<file path="config.mk">
export PLATFORM = sky130hd
export DESIGN_NAME = chstat_dbuf
export DESIGN_NICKNAME = d
export VERILOG_FILES = /design/src/rtl/chstat_pkg.sv /design/src/rtl/chstat_ctl.sv /design/src/rtl/chstat_front.sv /design/src/rtl/chstat_back.sv /design/src/rtl/chstat_dbuf.sv
export SDC_FILE = /design/constraint.sdc
export NUM_CORES = 1
export LEC_CHECK = 0
export ABC_AREA = 1
export BUFFER_PORTS_ARGS = -buffer_cell sky130_fd_sc_hd__buf_2
export CAP_MARGIN = 20
export CORE_MARGIN = 2
export CORE_UTILIZATION = 30
export DETAILED_ROUTE_END_ITERATION = 10
export PLACE_DENSITY_LB_ADDON = 0.2
export SYNTH_ARGS = -nofsm -noshare
export SYNTH_HDL_FRONTEND = slang
export SYNTH_HIERARCHICAL = 1
export SYNTH_SLANG_ARGS = --single-unit
</file>
<file path="constraint.sdc">
create_clock -name clk -period 2.35 [get_ports clk]
set_input_delay 0.235 -clock clk [delete_from_list [all_inputs] [get_ports clk]]
set_output_delay 0.235 -clock clk [all_outputs]
set_load 0.05 [all_outputs]
</file>
<file path="src/rtl/chstat_pkg.sv">
package chstat_pkg;

    // Control register layout: bit 2 power-down, bit 1 byte mode, bit 0 inhibit
    typedef struct packed {
        logic pdn;
        logic byte_mode;
        logic inhibit;
    } ctl_t;

    localparam int CTL_W = $bits(ctl_t);

endpackage

</file>
<file path="src/rtl/chstat_ctl.sv">
module chstat_ctl
    import chstat_pkg::*;
(
    input  logic             clk,
    input  logic             rst_n,
    input  logic             ctl_wr,
    input  logic [CTL_W-1:0] ctl_wdata,
    input  logic             stat_wr,
    input  logic             stat_wdata,
    input  logic             blk_start,
    output ctl_t             ctl,
    output logic             copy_fire,
    output logic             done_flag
);

    typedef struct packed {
        ctl_t ctl;
        logic flag;
    } ctl_st_t;

    ctl_st_t st_d, st_q;
    logic    clr_req;

    always_comb begin
        st_d      = st_q;
        copy_fire = blk_start && !st_q.ctl.inhibit;
        clr_req   = stat_wr && stat_wdata;
        if (ctl_wr) begin
            st_d.ctl = ctl_t'(ctl_wdata);
        end
        if (copy_fire) begin
            st_d.flag = 1'b1;
        end else if (clr_req) begin
            st_d.flag = 1'b0;
        end
    end

    always_ff @(posedge clk or negedge rst_n) begin
        if (!rst_n) begin
            st_q <= '0;
        end else begin
            st_q <= st_d;
        end
    end

    assign ctl       = st_q.ctl;
    assign done_flag = st_q.flag;

    // a completed copy always leaves the flag set
    assert_flag_on_copy_R7: assert property (@(posedge clk) disable iff (!rst_n)
        copy_fire |=> done_flag);

    // a clear with no copy drops the flag
    assert_flag_clear_R7: assert property (@(posedge clk) disable iff (!rst_n)
        (stat_wr && stat_wdata && !copy_fire) |=> !done_flag);

    // an inhibited boundary never raises a low flag
    assert_inhibit_no_flag_R6: assert property (@(posedge clk) disable iff (!rst_n)
        (blk_start && ctl.inhibit && !done_flag) |=> !done_flag);

endmodule

</file>
<file path="src/rtl/chstat_front.sv">
module chstat_front #(
    parameter int NUM_WORDS = 24,
    parameter int WORD_W    = 16,
    parameter int ADDR_W    = $clog2(2 * NUM_WORDS)
) (
    input  logic                                 clk,
    input  logic                                 rst_n,
    input  logic [ADDR_W-1:0]                    addr,
    input  logic                                 wr,
    input  logic [WORD_W-1:0]                    wdata,
    input  logic                                 byte_mode,
    input  logic                                 pdn,
    output logic [WORD_W-1:0]                    rdata,
    output logic [NUM_WORDS-1:0][WORD_W-1:0]     mem_out
);

    localparam int BYTE_W = WORD_W / 2;
    localparam int WIDX_W = ADDR_W - 1;

    typedef struct packed {
        logic [NUM_WORDS-1:0][WORD_W-1:0] mem;
    } front_st_t;

    front_st_t         st_d, st_q;
    logic              hit;
    logic              upper;
    logic [WIDX_W-1:0] widx;

    // Address decode for both access modes
    always_comb begin
        if (byte_mode) begin
            hit   = (int'(addr) < 2 * NUM_WORDS);
            widx  = addr[ADDR_W-1:1];
            upper = !addr[0];
        end else begin
            hit   = (int'(addr) < NUM_WORDS);
            widx  = addr[WIDX_W-1:0];
            upper = 1'b0;
        end
    end

    always_comb begin
        st_d = st_q;
        if (wr && !pdn && hit) begin
            if (!byte_mode) begin
                st_d.mem[widx] = wdata;
            end else if (upper) begin
                st_d.mem[widx][WORD_W-1:BYTE_W] = wdata[BYTE_W-1:0];
            end else begin
                st_d.mem[widx][BYTE_W-1:0] = wdata[BYTE_W-1:0];
            end
        end
    end

    always_comb begin
        rdata = '0;
        if (hit) begin
            if (!byte_mode) begin
                rdata = st_q.mem[widx];
            end else if (upper) begin
                rdata[BYTE_W-1:0] = st_q.mem[widx][WORD_W-1:BYTE_W];
            end else begin
                rdata[BYTE_W-1:0] = st_q.mem[widx][BYTE_W-1:0];
            end
        end
    end

    always_ff @(posedge clk or negedge rst_n) begin
        if (!rst_n) begin
            st_q <= '0;
        end else begin
            st_q <= st_d;
        end
    end

    assign mem_out = st_q.mem;

    // power-down freezes the host buffer
    assert_pdn_frozen_R4: assert property (@(posedge clk) disable iff (!rst_n)
        pdn |=> $stable(mem_out));

    // a write outside the buffer leaves it untouched
    assert_oob_write_R10: assert property (@(posedge clk) disable iff (!rst_n)
        (wr && !hit) |=> $stable(mem_out));

endmodule

</file>
<file path="src/rtl/chstat_back.sv">
module chstat_back #(
    parameter int NUM_WORDS = 24,
    parameter int WORD_W    = 16
) (
    input  logic                             clk,
    input  logic                             rst_n,
    input  logic [NUM_WORDS-1:0][WORD_W-1:0] front_mem,
    input  logic                             copy_en,
    input  logic                             blk_start,
    input  logic                             frame_adv,
    output logic                             bit_a,
    output logic                             bit_b
);

    localparam int BYTE_W   = WORD_W / 2;
    localparam int BIT_W    = $clog2(BYTE_W);
    localparam int FRAMES   = NUM_WORDS * BYTE_W;
    localparam int IDX_W    = $clog2(FRAMES);
    localparam int WSEL_W   = IDX_W - BIT_W;
    localparam logic [IDX_W-1:0] LAST_IDX = IDX_W'(FRAMES - 1);

    typedef struct packed {
        logic [NUM_WORDS-1:0][WORD_W-1:0] mem;
        logic [IDX_W-1:0]                 idx;
    } back_st_t;

    back_st_t           st_d, st_q;
    logic [WSEL_W-1:0]  wsel;
    logic [BIT_W-1:0]   bsel;
    logic [BYTE_W-1:0]  byte_a;
    logic [BYTE_W-1:0]  byte_b;

    always_comb begin
        st_d = st_q;
        if (copy_en) begin
            st_d.mem = front_mem;
        end
        if (blk_start) begin
            st_d.idx = '0;
        end else if (frame_adv) begin
            st_d.idx = (st_q.idx == LAST_IDX) ? '0 : st_q.idx + 1'b1;
        end
    end

    // MSB first inside each byte: bit position counts down from BYTE_W-1
    always_comb begin
        wsel   = st_q.idx[IDX_W-1:BIT_W];
        bsel   = ~st_q.idx[BIT_W-1:0];
        byte_a = st_q.mem[wsel][WORD_W-1:BYTE_W];
        byte_b = st_q.mem[wsel][BYTE_W-1:0];
        bit_a  = byte_a[bsel];
        bit_b  = byte_b[bsel];
    end

    always_ff @(posedge clk or negedge rst_n) begin
        if (!rst_n) begin
            st_q <= '0;
        end else begin
            st_q <= st_d;
        end
    end

    // a copy delivers the whole front buffer in one edge
    assert_copy_whole_R5: assert property (@(posedge clk) disable iff (!rst_n)
        copy_en |=> (st_q.mem == $past(front_mem)));

    // without a copy the transmit buffer holds still
    assert_back_hold_R6: assert property (@(posedge clk) disable iff (!rst_n)
        !copy_en |=> $stable(st_q.mem));

    // block boundary restarts the frame count
    assert_idx_restart_R9: assert property (@(posedge clk) disable iff (!rst_n)
        blk_start |=> (st_q.idx == '0));

    // frame index stays inside the block
    assert_idx_range_R9: assert property (@(posedge clk) disable iff (!rst_n)
        st_q.idx <= LAST_IDX);

endmodule

</file>
<file path="src/rtl/chstat_dbuf.sv">
module chstat_dbuf
    import chstat_pkg::*;
#(
    parameter int NUM_WORDS = 24,
    parameter int WORD_W    = 16,
    parameter int ADDR_W    = $clog2(2 * NUM_WORDS)
) (
    input  logic              clk,
    input  logic              rst_n,
    input  logic [ADDR_W-1:0] host_addr,
    input  logic              host_wr,
    input  logic [WORD_W-1:0] host_wdata,
    output logic [WORD_W-1:0] host_rdata,
    input  logic              ctl_wr,
    input  logic [CTL_W-1:0]  ctl_wdata,
    output logic [CTL_W-1:0]  ctl_rdata,
    input  logic              stat_wr,
    input  logic              stat_wdata,
    output logic              xfer_done,
    input  logic              blk_start,
    input  logic              frame_adv,
    output logic              tx_bit_a,
    output logic              tx_bit_b
);

    ctl_t                             ctl;
    logic                             copy_fire;
    logic [NUM_WORDS-1:0][WORD_W-1:0] front_mem;

    chstat_ctl u_ctl (
        .clk        (clk),
        .rst_n      (rst_n),
        .ctl_wr     (ctl_wr),
        .ctl_wdata  (ctl_wdata),
        .stat_wr    (stat_wr),
        .stat_wdata (stat_wdata),
        .blk_start  (blk_start),
        .ctl        (ctl),
        .copy_fire  (copy_fire),
        .done_flag  (xfer_done)
    );

    chstat_front #(
        .NUM_WORDS (NUM_WORDS),
        .WORD_W    (WORD_W),
        .ADDR_W    (ADDR_W)
    ) u_front (
        .clk       (clk),
        .rst_n     (rst_n),
        .addr      (host_addr),
        .wr        (host_wr),
        .wdata     (host_wdata),
        .byte_mode (ctl.byte_mode),
        .pdn       (ctl.pdn),
        .rdata     (host_rdata),
        .mem_out   (front_mem)
    );

    chstat_back #(
        .NUM_WORDS (NUM_WORDS),
        .WORD_W    (WORD_W)
    ) u_back (
        .clk       (clk),
        .rst_n     (rst_n),
        .front_mem (front_mem),
        .copy_en   (copy_fire),
        .blk_start (blk_start),
        .frame_adv (frame_adv),
        .bit_a     (tx_bit_a),
        .bit_b     (tx_bit_b)
    );

    assign ctl_rdata = ctl;

    // with inhibit set, a boundary produces no copy
    assert_inhibit_blocks_R6: assert property (@(posedge clk) disable iff (!rst_n)
        (blk_start && ctl_rdata[0]) |-> !copy_fire);

endmodule

</file>
# Yosys cells after proc, flatten, opt, wreduce, memory -nomap -nowiden
# Index checks and enable logic that the tools add are counted.
# op_classes
n_addsub	1
mul	0
n_div	0
n_lt_le_gt_ge	6
n_eq_ne	1
shifts	0
mux	31
bitwise	1
n_reduce_logical	10
# ops
operator	count
bitwise mux 384 bit	3
2-to-1 mux 384 bit	2
demux 16 bit (select 5 bit)	3
binary-select mux 16 bit (select 5 bit)	2
2-to-1 mux 16 bit	5
2-to-1 mux 8 bit	7
less-than comparator 5 x 6 -> 1 bit, second input constant	2
adder 8 x 1 -> 8 bit, second input constant	1
== test 8 bit, second input constant	1
binary-select mux 1 bit (select 3 bit)	2
less-than comparator 6 x 5 -> 1 bit, second input constant	1
less-than comparator 6 bit, second input constant	1
2-to-1 mux 1 bit	6
greater-or-equal comparator 5 x 1 -> 1 bit, second input constant	1
logical AND 1 bit	5
2-to-1 mux 5 bit	1
less-than comparator 3 x 4 -> 1 bit, second input constant	1
nonzero test 2 bit	2
logical NOT 1 bit	3
inverter 3 bit	1
# totals
regBits	780
latchBits	0
ramBits	0
romBits	0
output_inout_bits	22
mem_count	0

# Longest topological paths before layout
# depth
ltp_word	8
mapped_depth	17
depth_no_buf	14

# Modules after synthesis
# Netlist, hierarchy kept.
# by_module_without_submodules
mod	n_inst	cells_per_inst	area_per_inst_um2	seq_area_each_um2
chstat_front	1	2860	19991.7	9609.2
chstat_back	1	2397	18997.0	9809.4
chstat_ctl	1	18	156.4	100.1

# Worst setup path after synthesis
# Ideal clock, no wire load.
# synth_timing
kind	reg2out
startpoint	reg u_ctl.st_q (netlist bit u_ctl/ctl[1])
endpoint	out host_rdata[5]
t_arrival_ps	2672
required_time_ps	2115
slack_ps	-557
stages_incl_launch_ff	17
n_path_buf	4
path_cell_list	dfrtp_1 > buf_6 > inv_6 > nand2_2 > nand2_1 > buf_2 > buf_4 > buf_2 > nand2_1 > o21ai_0 > nand2_1 > nand2_1 > nand2_1 > nand3_1 > nand2_1 > a21oi_1 > nor2_1
# synth_via
elab_chain_cells	6
# synth_lines
item	line_no	text
start: declaration	chstat_ctl.sv:21	ctl_st_t st_d, st_q;
start signal: assignment	chstat_ctl.sv:42	st_q <= st_d;
2-to-1 mux 5 bit	chstat_front.sv:31	if (byte_mode) begin
binary-select mux 16 bit (select 5 bit)	chstat_front.sv:59, chstat_front.sv:61, chstat_front.sv:63	
2-to-1 mux 16 bit (not written as such)	chstat_front.sv:59, chstat_front.sv:61	
2-to-1 mux 8 bit	chstat_front.sv:60	end else if (upper) begin
2-to-1 mux 8 bit	chstat_front.sv:58	if (!byte_mode) begin
2-to-1 mux 16 bit (*)	chstat_front.sv:57	if (hit) begin
end: declaration	chstat_dbuf.sv:13	output logic [WORD_W-1:0] host_rdata,
# Every way passes the cells marked *; elsewhere a longest branch is shown, timed or not. The select of a mux whose other input is x is not followed.

# Worst setup path after layout
# layout_timing
startpoint	reg u_ctl.st_q (netlist bit u_ctl/ctl[1])
endpoint	out host_rdata[1]
# Same word-level chain as after synthesis.

==> results.toml <==
[clocking]
cts_tree = "yes"
cts_sinks = 780
clock_input_transition_at_the_sequential_cells_of_the_worst_setup_and_hold_paths_ns = 0.06
ctsHtreeMaxLevel = 3
worst_skew_pair.late_latency_ns = 0.70
cts_made_buffers = 89
clock_path_buffers = 3
cts_root_buf = "clkbuf_16"

[grt]
first_pass_grt_wire_length_mm = 208
grt_pass1_vias = 32800
grt.overflow.total = 0
antenna_violations_before_repair = 4
globalRouteTotalUtil_pct = 20.7
grt_max_degree = 113

[synthesis]
postSynth.asyncResetShare_pct = 100
syn_nets = 5309
most_common_flop_cell_mapped_by_yosys = "dfrtp_1"
synth-seq-cells = 780
share_of_yosys_cell_area_claimed_by_the_top_area_cell_type_pct = 49.9
synth_most_common_cell = "nand2_1"
synth.top_cells.by_area = "dfrtp_1, nand2_1, o21ai_0"
synth_sequential_area_ratio_pct = 49.9
yosys_warnings = 6
avgSynthCellArea_um2 = 7.42
yosysUniqueCellTypes = 37
netlist_area_mm2 = 0.0391
syn-instance-count = 5275
synth_enable_flop_cells = 0
netlist.top_cell.by_area = "dfrtp_1"
most_used_standard_cells_in_the_synthesized_netlist = "nand2_1, dfrtp_1, inv_1"

[critical_path]
worstPathMaxFanout = 9
crit_path_max_incr_delay_ns = 0.50
path_class = "reg -> out"
crit_path_end_kind = "output pin"
timing.critical_path.slowest_stage_cell = "dfrtp_2"
worst_setup_path_start_kind = "register"
crit_required_ns = 2.12
cp.arrival_ns = 3.10
crit_chain = "buf_12 > o21ai_4 > buf_4 > buf_12 > buf_16 > nand2_1 > nand2_2 > nand2_1 > nand2_1 > nor2_1 > buf_4 > a21oi_2 > buf_4 > nor2_4 > buf_8"

[layout]
syn_to_final_growth_pct = 26.7
finalNetCount = 5474
n_fill_cell = 13600
final_cell_count_no_fill = 7251
finish.instance_area_mm2 = 0.0496
multi_input_comb_area_mm2 = 0.0167
seqCellArea_mm2 = 0.0195
share_of_final_layout_standard_cells_stronger_than_drive_strength_1_pct = 16.9

[place]
place_worst_setup_slack_ns = -0.389
hpwl_mm = 88.1
dpl-instance-area_mm2 = 0.0438
placed_cells = 7018
gp_routability_congestion = 0.842
buffer_ports.inserted = 54

[pwr]
internal-power_mw = 26.5
power.net_switching_mw = 11.7
total_leakage_power_nw = 23.6
sw_frac_of_total_pct = 30.7
power_density_mw_per_mm2 = 770
share_clk_of_total_power_pct = 37.8
ir_drop_mv = 0.620
power.sequential.fraction_pct = 41.9
share_comb_of_total_power_pct = 20.3

[drt]
number_of_drc_markers_in_iteration_0 = 2782
routed-wl-met2_mm = 64.3
route.detailed.drc = 0
ant_nets = 0
highest-signal-layer = "met5"
finalWirelength_mm = 140
dr_wl_met3_mm = 7.49
vias = 34400
drt-vias-per-instance = 4.74
detail_route.wl_per_cell_um = 19.4
wl_met1_mm = 65.2
drt_pass1_iterations = 6

[run_status]
status = "finished, violations left"
failed_checks = "negative setup slack"

[sta]
fin_skew_ns = 0.0371
max_freq_mhz = 300
finalSetupTns_ns = -48.76
grt_setup_unrepaired = "yes"
worst_slew_pin_slew_ns = 0.690
layout_setup_ws_ns = -0.981
slew_viol_final = 0
finalCriticalPeriod_ns = 3.33
timing.slew.headroom_pct = 53.8
finalHoldViolCount = 0
period_utilization_pct = 142
timing.final.setup_violations = 245

[die]
num_rows = 132
initial_utilization_pct = 30.2
die-height_um = 365
core-area_mm2 = 0.129
boundaryPins = 55
die_area_mm2 = 0.133
overall_die_width_um = 365

[worst_hold_path]
min-delay-path-class = "in -> reg"

[run]
maxCapViolCount = 0
[power groups by stage]
| stage | logic (mW) | registers (mW) | clock network [mW] |
|---|---|---|---|
| after detailed placement | 6.84 | 16.2 | 0 |
| after floorplan | 4.28 | 16.0 | 0 |
| after global routing | 8.63 | 16.2 | 15.3 |
| after CTS | 7.10 | 16.0 | 14.8 |
| final | 7.76 | 16.0 | 14.4 |
| after global placement | 6.78 | 16.2 | 0 |
[sequential cells by signal, summed over array words and instances, names as in the netlist]
register and count:
u_back/st_q 392, u_front/mem_out 384, u_ctl/ctl 3, u_ctl/done_flag 1
[placed cells by master, fill, tap and decap left out, drive strengths merged]
cell type and count:
nand4 1, ha 1, o211ai 38, nor4 2
xor2 2, diode 1, inv 716, clkbuf 147
nand3b 17, mux2 66, dfrtp 780, clkinvlp 1
nand2 2141, nor2 72, nor3 6, bufbuf 2
nand3 305, a21oi 23, buf 356, bufinv 7
o21ai 783, a211oi 1, dlygate4sd3 18, nor3b 2
clkinv 21
[per-stage QoR]
| stage | util (%) | hold slack, ns | power [mW] |
|---|---|---|---|
| final | 38.3 | 0.145 | 38.2 |
| after global placement | 33.9 | 0.144 | 23.0 |
| after detailed placement | 33.9 | 0.143 | 23.1 |
| after floorplan | - | -0.0606 | 20.3 |
| after CTS | 37.1 | 0.0966 | 37.9 |
| after global routing | 38.3 | 0.194 | 40.2 |
[critical path, delay by kind of cell (launching register included)]
family / cells / cell delay, ns
AO/OA/AOI/OAI: 2 / 0.35
AND/OR/NAND/NOR: 6 / 0.41
buffers and inverters: 7 / 1.08
flip-flops: 1 / 0.50
[what timing repair did]
item,4_1_cts,5_1_grt
buffers inserted,9,20
hold buffers,18,0
pin swaps,30,94
endpoints found under the hold margin,434,0
gates cloned,10,23
gates resized for setup,166,268
endpoints found under the setup margin,74,293
[final timing paths]
kind	startpoint	endpoint	slack [ns]	depth (start not counted)
setup / recovery	u_ctl/ctl[1]	host_rdata[1]	-0.98	15
hold / removal	host_wdata[9]	u_front/mem_out[281]	0.15	6
setup reg to reg	u_ctl/ctl[1]	u_front/mem_out[367]	-0.32	12
hold reg to reg	u_front/mem_out[81]	u_back/st_q[89]	0.50	2
max in group asynchronous	rst_n	u_back/st_q[254]	0.44	4
min in group asynchronous	rst_n	u_back/st_q[239]	0.55	3
[layer usage]
metal | vias up | track usage [%]
met1 | 16600 | 29.4
met2 | 902 | 32.8
met3 | 166 | 2.45
li1 | 16700 | -
met5 | - | 0
met4 | 2 | 6.28
[layout make-up]
| class | instances | share of cell area (%) |
|---|---|---|
| tap | 1742 | 4.39 |
| multi-input combinational | 3460 | 33.7 |
| timing repair buffer | 393 | 11.0 |
| clock buffer | 130 | 5.33 |
| antenna | 1 | 0.00504 |
| sequential | 780 | 39.4 |
| inverter | 716 | 5.52 |
| clock inverter | 29 | 0.681 |
[kinds of logic (layout without fill, tap and decap cells)]
group	after synthesis	after routing	share of synthesized area [%]
simple gates	2546	2546	26.2
buf+inv	1035	1268	10.8
compound gates	845	845	11.2
flops	780	780	49.9
mux	66	66	1.90
xor+xnor	2	2	0.0448
fa+ha+maj	1	1	0.0320
other cells	0	1	0
Power figures use the tool's default switching activity.
